File: src/rtl/mm_pkg.sv
package mm_pkg;
    localparam int ADDR_W  = 16;
    localparam int PAGE_W  = 8;
    localparam int SLOTS   = 8;
    localparam int SLOT_W  = $clog2(SLOTS);
    localparam int OFF_W   = ADDR_W - SLOT_W;

    localparam logic [15:0] P_SEL    = 16'h243B;
    localparam logic [15:0] P_DATA   = 16'h253B;
    localparam logic [15:0] P_LO     = 16'h7FFD;
    localparam logic [15:0] P_HI     = 16'hDFFD;
    localparam logic [15:0] P_PLUS   = 16'h1FFD;
    localparam logic [15:0] P_OVL    = 16'h123B;

    localparam logic [7:0] IDX_BASE   = 8'h12;
    localparam logic [7:0] IDX_SHADOW = 8'h13;
    localparam logic [7:0] IDX_SLOT0  = 8'h50;

    localparam logic [PAGE_W-1:0] ROM_TAG    = '1;
    localparam logic [PAGE_W-1:0] BASE_RST   = PAGE_W'(9);
    localparam logic [PAGE_W-1:0] SHADOW_RST = PAGE_W'(12);

    localparam logic [SLOTS-1:0][PAGE_W-1:0] SLOT_RST =
        {8'h01, 8'h00, 8'h05, 8'h04, 8'h0B, 8'h0A, 8'hFF, 8'hFF};

    typedef struct packed {
        logic [1:0] mode;
        logic       shadow;
        logic       rd_en;
        logic       wr_en;
        logic       disp;
    } ovl_ctrl_t;

    typedef struct packed {
        logic [7:0]                      sel;
        logic [SLOTS-1:0][PAGE_W-1:0]    slot;
        logic [PAGE_W-1:0]               base;
        logic [PAGE_W-1:0]               shadow;
        logic [2:0]                      bank_lo;
        logic [3:0]                      bank_hi;
        ovl_ctrl_t                       ctrl;
    } mm_state_t;
endpackage

File: src/rtl/mm_regs.sv
module mm_regs
    import mm_pkg::*;
(
    input  logic                          clk,
    input  logic                          rst_n,
    input  logic                          io_wr,
    input  logic [15:0]                   io_addr,
    input  logic [7:0]                    io_wdata,
    output logic [SLOTS-1:0][PAGE_W-1:0]  slot_o,
    output logic [PAGE_W-1:0]             base_o,
    output logic [PAGE_W-1:0]             shadow_o,
    output ovl_ctrl_t                     ctrl_o,
    output logic [7:0]                    rdata_o
);
    mm_state_t st_d, st_q;
    logic      legacy_d;
    logic [6:0] bank_d;

    always_comb begin
        st_d     = st_q;
        legacy_d = 1'b0;
        bank_d   = '0;
        if (io_wr) begin
            case (io_addr)
                P_SEL:  st_d.sel = io_wdata;
                P_DATA: begin
                    if (st_q.sel[7:SLOT_W] == IDX_SLOT0[7:SLOT_W])
                        st_d.slot[st_q.sel[SLOT_W-1:0]] = io_wdata;
                    else if (st_q.sel == IDX_BASE)
                        st_d.base = io_wdata;
                    else if (st_q.sel == IDX_SHADOW)
                        st_d.shadow = io_wdata;
                end
                P_LO: begin
                    st_d.bank_lo = io_wdata[2:0];
                    legacy_d     = 1'b1;
                end
                P_HI: begin
                    st_d.bank_hi = io_wdata[3:0];
                    legacy_d     = 1'b1;
                end
                P_PLUS: legacy_d = 1'b1;
                P_OVL: begin
                    st_d.ctrl.mode   = io_wdata[7:6];
                    st_d.ctrl.shadow = io_wdata[3];
                    st_d.ctrl.rd_en  = io_wdata[2];
                    st_d.ctrl.wr_en  = io_wdata[1];
                    st_d.ctrl.disp   = io_wdata[0];
                end
                default: ;
            endcase
        end
        if (legacy_d) begin
            bank_d     = {st_d.bank_hi, st_d.bank_lo};
            st_d.slot[SLOTS-2] = {bank_d, 1'b0};
            st_d.slot[SLOTS-1] = {bank_d, 1'b1};
            st_d.slot[0] = ROM_TAG;
            st_d.slot[1] = ROM_TAG;
        end
    end

    always_ff @(posedge clk or negedge rst_n) begin
        if (!rst_n) begin
            st_q.sel     <= '0;
            st_q.slot    <= SLOT_RST;
            st_q.base    <= BASE_RST;
            st_q.shadow  <= SHADOW_RST;
            st_q.bank_lo <= '0;
            st_q.bank_hi <= '0;
            st_q.ctrl    <= '0;
        end else begin
            st_q <= st_d;
        end
    end

    always_comb begin
        if (st_q.sel[7:SLOT_W] == IDX_SLOT0[7:SLOT_W])
            rdata_o = st_q.slot[st_q.sel[SLOT_W-1:0]];
        else if (st_q.sel == IDX_BASE)
            rdata_o = st_q.base;
        else if (st_q.sel == IDX_SHADOW)
            rdata_o = st_q.shadow;
        else
            rdata_o = '0;
    end

    assign slot_o   = st_q.slot;
    assign base_o   = st_q.base;
    assign shadow_o = st_q.shadow;
    assign ctrl_o   = st_q.ctrl;


    sel_latch_chk: assert property (@(posedge clk) disable iff (!rst_n)
        (io_wr && io_addr == P_SEL) |=> (st_q.sel == $past(io_wdata)));


    legacy_rom_chk: assert property (@(posedge clk) disable iff (!rst_n)
        (io_wr && (io_addr == P_LO || io_addr == P_HI || io_addr == P_PLUS))
        |=> (st_q.slot[0] == ROM_TAG && st_q.slot[1] == ROM_TAG));


    legacy_pair_chk: assert property (@(posedge clk) disable iff (!rst_n)
        (io_wr && (io_addr == P_LO || io_addr == P_HI || io_addr == P_PLUS))
        |=> (st_q.slot[SLOTS-2][0] == 1'b0 &&
             st_q.slot[SLOTS-1] == (st_q.slot[SLOTS-2] | PAGE_W'(1))));
endmodule

File: src/rtl/mm_xlate.sv
module mm_xlate
    import mm_pkg::*;
(
    input  logic [ADDR_W-1:0]             addr,
    input  logic                          rd,
    input  logic                          wr,
    input  logic [SLOTS-1:0][PAGE_W-1:0]  slot,
    input  logic [PAGE_W-1:0]             base,
    input  logic [PAGE_W-1:0]             shadow,
    input  ovl_ctrl_t                     ctrl,
    output logic [PAGE_W-1:0]             page,
    output logic [OFF_W-1:0]              off,
    output logic                          rom,
    output logic                          ovl_hit
);
    logic [SLOT_W-1:0] idx;
    logic [1:0]        third;
    logic              in_span;
    logic [PAGE_W-1:0] bsum;
    logic [PAGE_W-1:0] cur;

    always_comb begin
        idx     = addr[ADDR_W-1 -: SLOT_W];
        cur     = slot[idx];
        in_span = (ctrl.mode == 2'b11) ? (addr[ADDR_W-1 -: 2] != 2'b11)
                                       : (addr[ADDR_W-1 -: 2] == 2'b00);
        ovl_hit = in_span && ((wr && ctrl.wr_en) || (rd && ctrl.rd_en));
        third   = (ctrl.mode == 2'b11) ? addr[ADDR_W-1 -: 2] : ctrl.mode;
        bsum    = (ctrl.shadow ? shadow : base) + PAGE_W'(third);
        off     = addr[OFF_W-1:0];
        rom     = 1'b0;
        if (ovl_hit) begin
            page = {bsum[PAGE_W-2:0], addr[OFF_W]};
        end else if (idx < SLOT_W'(2) && cur == ROM_TAG) begin
            rom  = 1'b1;
            page = PAGE_W'(idx);
        end else begin
            page = cur;
        end
    end
endmodule

File: src/rtl/mm_mapper.sv
module mm_mapper
    import mm_pkg::*;
(
    input  logic        clk,
    input  logic        rst_n,
    input  logic [15:0] cpu_addr,
    input  logic        cpu_rd,
    input  logic        cpu_wr,
    input  logic        io_wr,
    input  logic [15:0] io_addr,
    input  logic [7:0]  io_wdata,
    output logic [7:0]  io_rdata,
    output logic [7:0]  phys_page,
    output logic [12:0] phys_off,
    output logic        rom_sel,
    output logic        l2_disp_en
);
    logic [SLOTS-1:0][PAGE_W-1:0] slot_w;
    logic [PAGE_W-1:0]            base_w;
    logic [PAGE_W-1:0]            shadow_w;
    ovl_ctrl_t                    ctrl_w;
    logic                         ovl_hit_w;

    mm_regs u_regs (
        .clk      (clk),
        .rst_n    (rst_n),
        .io_wr    (io_wr),
        .io_addr  (io_addr),
        .io_wdata (io_wdata),
        .slot_o   (slot_w),
        .base_o   (base_w),
        .shadow_o (shadow_w),
        .ctrl_o   (ctrl_w),
        .rdata_o  (io_rdata)
    );

    mm_xlate u_xlate (
        .addr    (cpu_addr),
        .rd      (cpu_rd),
        .wr      (cpu_wr),
        .slot    (slot_w),
        .base    (base_w),
        .shadow  (shadow_w),
        .ctrl    (ctrl_w),
        .page    (phys_page),
        .off     (phys_off),
        .rom     (rom_sel),
        .ovl_hit (ovl_hit_w)
    );

    assign l2_disp_en = ctrl_w.disp;


    rom_low_chk: assert property (@(posedge clk) disable iff (!rst_n)
        rom_sel |-> (cpu_addr[15:14] == 2'b00));


    idle_plain_chk: assert property (@(posedge clk) disable iff (!rst_n)
        (!cpu_rd && !cpu_wr && !rom_sel) |-> (phys_page == slot_w[cpu_addr[15:13]]));


    ovl_span_chk: assert property (@(posedge clk) disable iff (!rst_n)
        (ovl_hit_w && ctrl_w.mode != 2'b11) |-> (cpu_addr[15:14] == 2'b00));
endmodule

File: config.mk
export PLATFORM = sky130hd
export DESIGN_NAME = mm_mapper
export DESIGN_NICKNAME = d
export VERILOG_FILES = /design/src/rtl/mm_pkg.sv /design/src/rtl/mm_regs.sv /design/src/rtl/mm_xlate.sv /design/src/rtl/mm_mapper.sv
export SDC_FILE = /design/constraint.sdc
export NUM_CORES = 1
export LEC_CHECK = 0
export ABC_CLOCK_PERIOD_IN_PS = 4700
export BUFFER_PORTS_ARGS = -buffer_cell sky130_fd_sc_hd__buf_2
export CORE_UTILIZATION = 55
export DETAILED_ROUTE_END_ITERATION = 6
export MAX_ROUTING_LAYER = met4
export PLACE_DENSITY_LB_ADDON = 0.25
export SYNTH_ARGS = -nofsm -noshare
export SYNTH_HDL_FRONTEND = slang
export SYNTH_SLANG_ARGS = --single-unit
File: constraint.sdc
create_clock -name clk -period 4.7 [get_ports clk]
set_input_delay 0.235 -clock clk [delete_from_list [all_inputs] [get_ports clk]]
set_output_delay 0.235 -clock clk [all_outputs]
set_load 0.05 [all_outputs]
==> flow_summary.yaml <==
clock_network:
  clkLatencyLatePin_ns: 0.37
  root_buffer: "clkbuf_8"
  h-tree-depth: 3
  numCtsBuffers: 9
  path_clk_slew_ns: 0.10
  cts_buffer_depth: 2
  cts_tree: "done"
  cts_setup_buffers: 0
  cts.sinks: 101
synth:
  synth_area_leaders: "dfrtp_1 (30%), mux2_2 (14%), dfstp_2 (13%)"
  async_flop_share: 1.000
  yosys_most_used_dff: "dfrtp_1"
  yosysWarnings: 0
  synth_enable_flop_cells: 0
  ys_ff_latch: 101
  syn_inst: 521
  netlist_area_sq_um: 6007
  synth_cell_type_count: 58
  yosysSeqAreaShare: 0.4268
  synth_top_area_share: 0.2999
  synth_fp_nets: 569
  syn_area_per_cell_sq_um: 11.53
  synth_top_area_cell: "dfrtp_1"
layout:
  most-common-layout-cells: "mux2_2 (75), dfrtp_1 (72), buf_2 (48), nand2_1 (35)"
  layout_commonest_cell: "mux2_2"
  fillers: 864
  num_antenna_cells: 0
  syn_to_final_growth_pct: 7.103
  drive_gt1_frac: 0.3887
  design_area_sq_um: 6434
  fin_nets: 591
  final_cells: 684
sta:
  setup_viol: 0
  slew_viol_final: 0
  rsz0062_at_grt: "no"
  hold_viol: 0
  max_freq_mhz: 290.5
  fin_tns_setup_ns: 0
  skew_ns: 0.008016
  fin_crit_sh: 0.7323
  maxSlewHeadroom: 0.3763
  tightest_slew_ns: 0.9278
  fin_crit_ns: 3.442
routing:
  dr_wl_met2_um: 6994
  finalWirelength_um: 15610
  ant_nets: 0
  wl_met1_um: 6879
  route.detailed.drc: 0
  avgRoutedWirePerCell_um: 22.82
  drt-pass1-iter-count: 5
  route.met3.wl_um: 1078
  viasPerCell: 6.675
  topRoutingLayerUsed: "met4"
  vias: 4566
  drtIter0Drc: 511
floorplanning:
  die_area_sq_um: 11340
  initial_core_util: 0.5741
  die_w_um: 106.5
  core_area_sq_um: 10460
  die_y_um: 106.5
  row_count: 37
  ios: 76
place:
  hpwlAfterDp_um: 10970
  dpl.cell_count: 667
  placed_area_sq_um: 6242
  gp_congestion: 0.8993
  portBuffers: 49
grt:
  first_global_vias: 4486
  grt_pass1_wl_um: 25090
  grt_overflow: 0
  gr-usage-all-layers: 0.3021
  grt_start_max_net_pins: 53
  antenna_found_initial: 0
pwr:
  ir_drop_v: 0.0001720
  power_density_nw_per_um2: 230.1
  leakagePower_nw: 2.895
  power.total_mw: 1.480
hold_path:
  worst_hold_path_type: "input pin to flop"
critical_path:
  cp_max_fo: 10
  end_kind: "output port"
  crit_arrival_ns: 3.21
  worst-setup-path-type: "flop to output port"
  start_kind: "flop"
  required_ns: 4.47
flow_run:
  drv_cap: 0
outcome:
  run_status: "finished clean"
## synthesized netlist by cell type, types with 3 or more instances
cell / instances
a211o_1: 14
a211oi_1: 4
a21boi_0: 4
a21oi_1: 12
a221oi_1: 5
a22o_1: 4
a22oi_1: 14
a2bb2oi_1: 9
and2_1: 4
buf_1: 5
buf_2: 5
buf_4: 13
clkbuf_1: 22
dfrtp_1: 72
dfstp_2: 29
mux2_2: 75
mux2_4: 8
mux2i_1: 29
mux4_2: 14
nand2_1: 35
nand3_1: 8
nand3b_1: 6
nand4_1: 4
nor2_1: 29
nor2b_1: 4
nor3b_1: 14
nor4_1: 4
nor4_2: 3
o21ai_0: 14
o22a_1: 9
o22ai_1: 3
or3_1: 6
xnor2_1: 3
xor2_1: 3
## stage by stage
step	util	setup WS, ns	hold WS, ns
4_1_cts	0.6149	1.252	0.1833
6_report	0.6149	1.258	0.2104
3_5_place_dp	0.5966	1.669	0.3108
2_1_floorplan	-	0.9773	-0.06059
5_1_grt	0.6149	1.048	0.2089
3_3_place_gp	0.5966	1.762	0.3013
## power by group
part | internal (mW) | total (mW) | switching [mW]
Combinational | 0.0244 | 0.0874 | 0.0631
Sequential | 0.870 | 0.870 | 0.000142
Clock | 0.211 | 0.523 | 0.312
Total | 1.11 | 1.48 | 0.375
## what timing repair did
item | CTS | global route
resized for setup | 0 | 0
endpoints found under the setup margin | 0 | 0
hold endpoints to repair | 30 | 0
hold buffers | 1 | 0
## final cells by class
class | instances | area (sq um) | share of cell area
Multi-Input combinational cell | 370 | 3193 | 0.4963
Sequential cell | 101 | 2564 | 0.3985
Timing Repair Buffer | 57 | 310.3 | 0.04823
Tap cell | 136 | 170.2 | 0.02645
Clock buffer | 10 | 137.6 | 0.02139
Clock inverter | 6 | 43.79 | 0.006807
Inverter | 4 | 15.01 | 0.002334
## per-layer routing
layer	vias up	global-route usage
li1	2004	-
met1	2282	0.4148
met2	221	0.4420
met3	59	0.05150
met4	0	0.1350
met5	-	-
## logic make-up after synthesis
family,Yosys count,synth area share
and+or+nand+nor,132,0.1262
AOI/OAI and AO/OA,103,0.1277
xor gates and xnor gates,6,0.008750
buffers and inverters,50,0.04166
muxes,126,0.2614
adders and majority gates,3,0.007498
DFF,101,0.4268
## final timing paths
check | to | cells after the start | slack [ns] | start
max in group asynchronous | u_regs.st_q[94] | 3 | 3.15 | rst_n
worst max-delay path | phys_page[7] | 9 | 1.26 | u_regs.ctrl_o[3]
min in group asynchronous | u_regs.slot_o[22] | 2 | 0.44 | rst_n
worst min-delay path | u_regs.slot_o[5] | 3 | 0.21 | io_wdata[5]
worst min register to register | u_regs.slot_o[56] | 2 | 0.52 | u_regs.slot_o[56]
worst max register to register | u_regs.slot_o[45] | 5 | 1.77 | u_regs.st_q[96]
## sequential cells by signal, summed over array words and instances, names as in the netlist
name,count
u_regs.ctrl_o,6
u_regs.slot_o,64
u_regs.shadow_o,8
u_regs.st_q,15
u_regs.base_o,8
## worst max-delay path, stage by stage, from the launching register on
cell and delay [ns]:
dfrtp_1 0.59, mux2_2 0.39, ha_1 0.21, fa_1 0.42, and4b_1 0.19, a41oi_1 0.24, nor3_1 0.09, xor2_1 0.16
a211oi_1 0.24, buf_2 0.30
(Power assumes the default switching activity.)
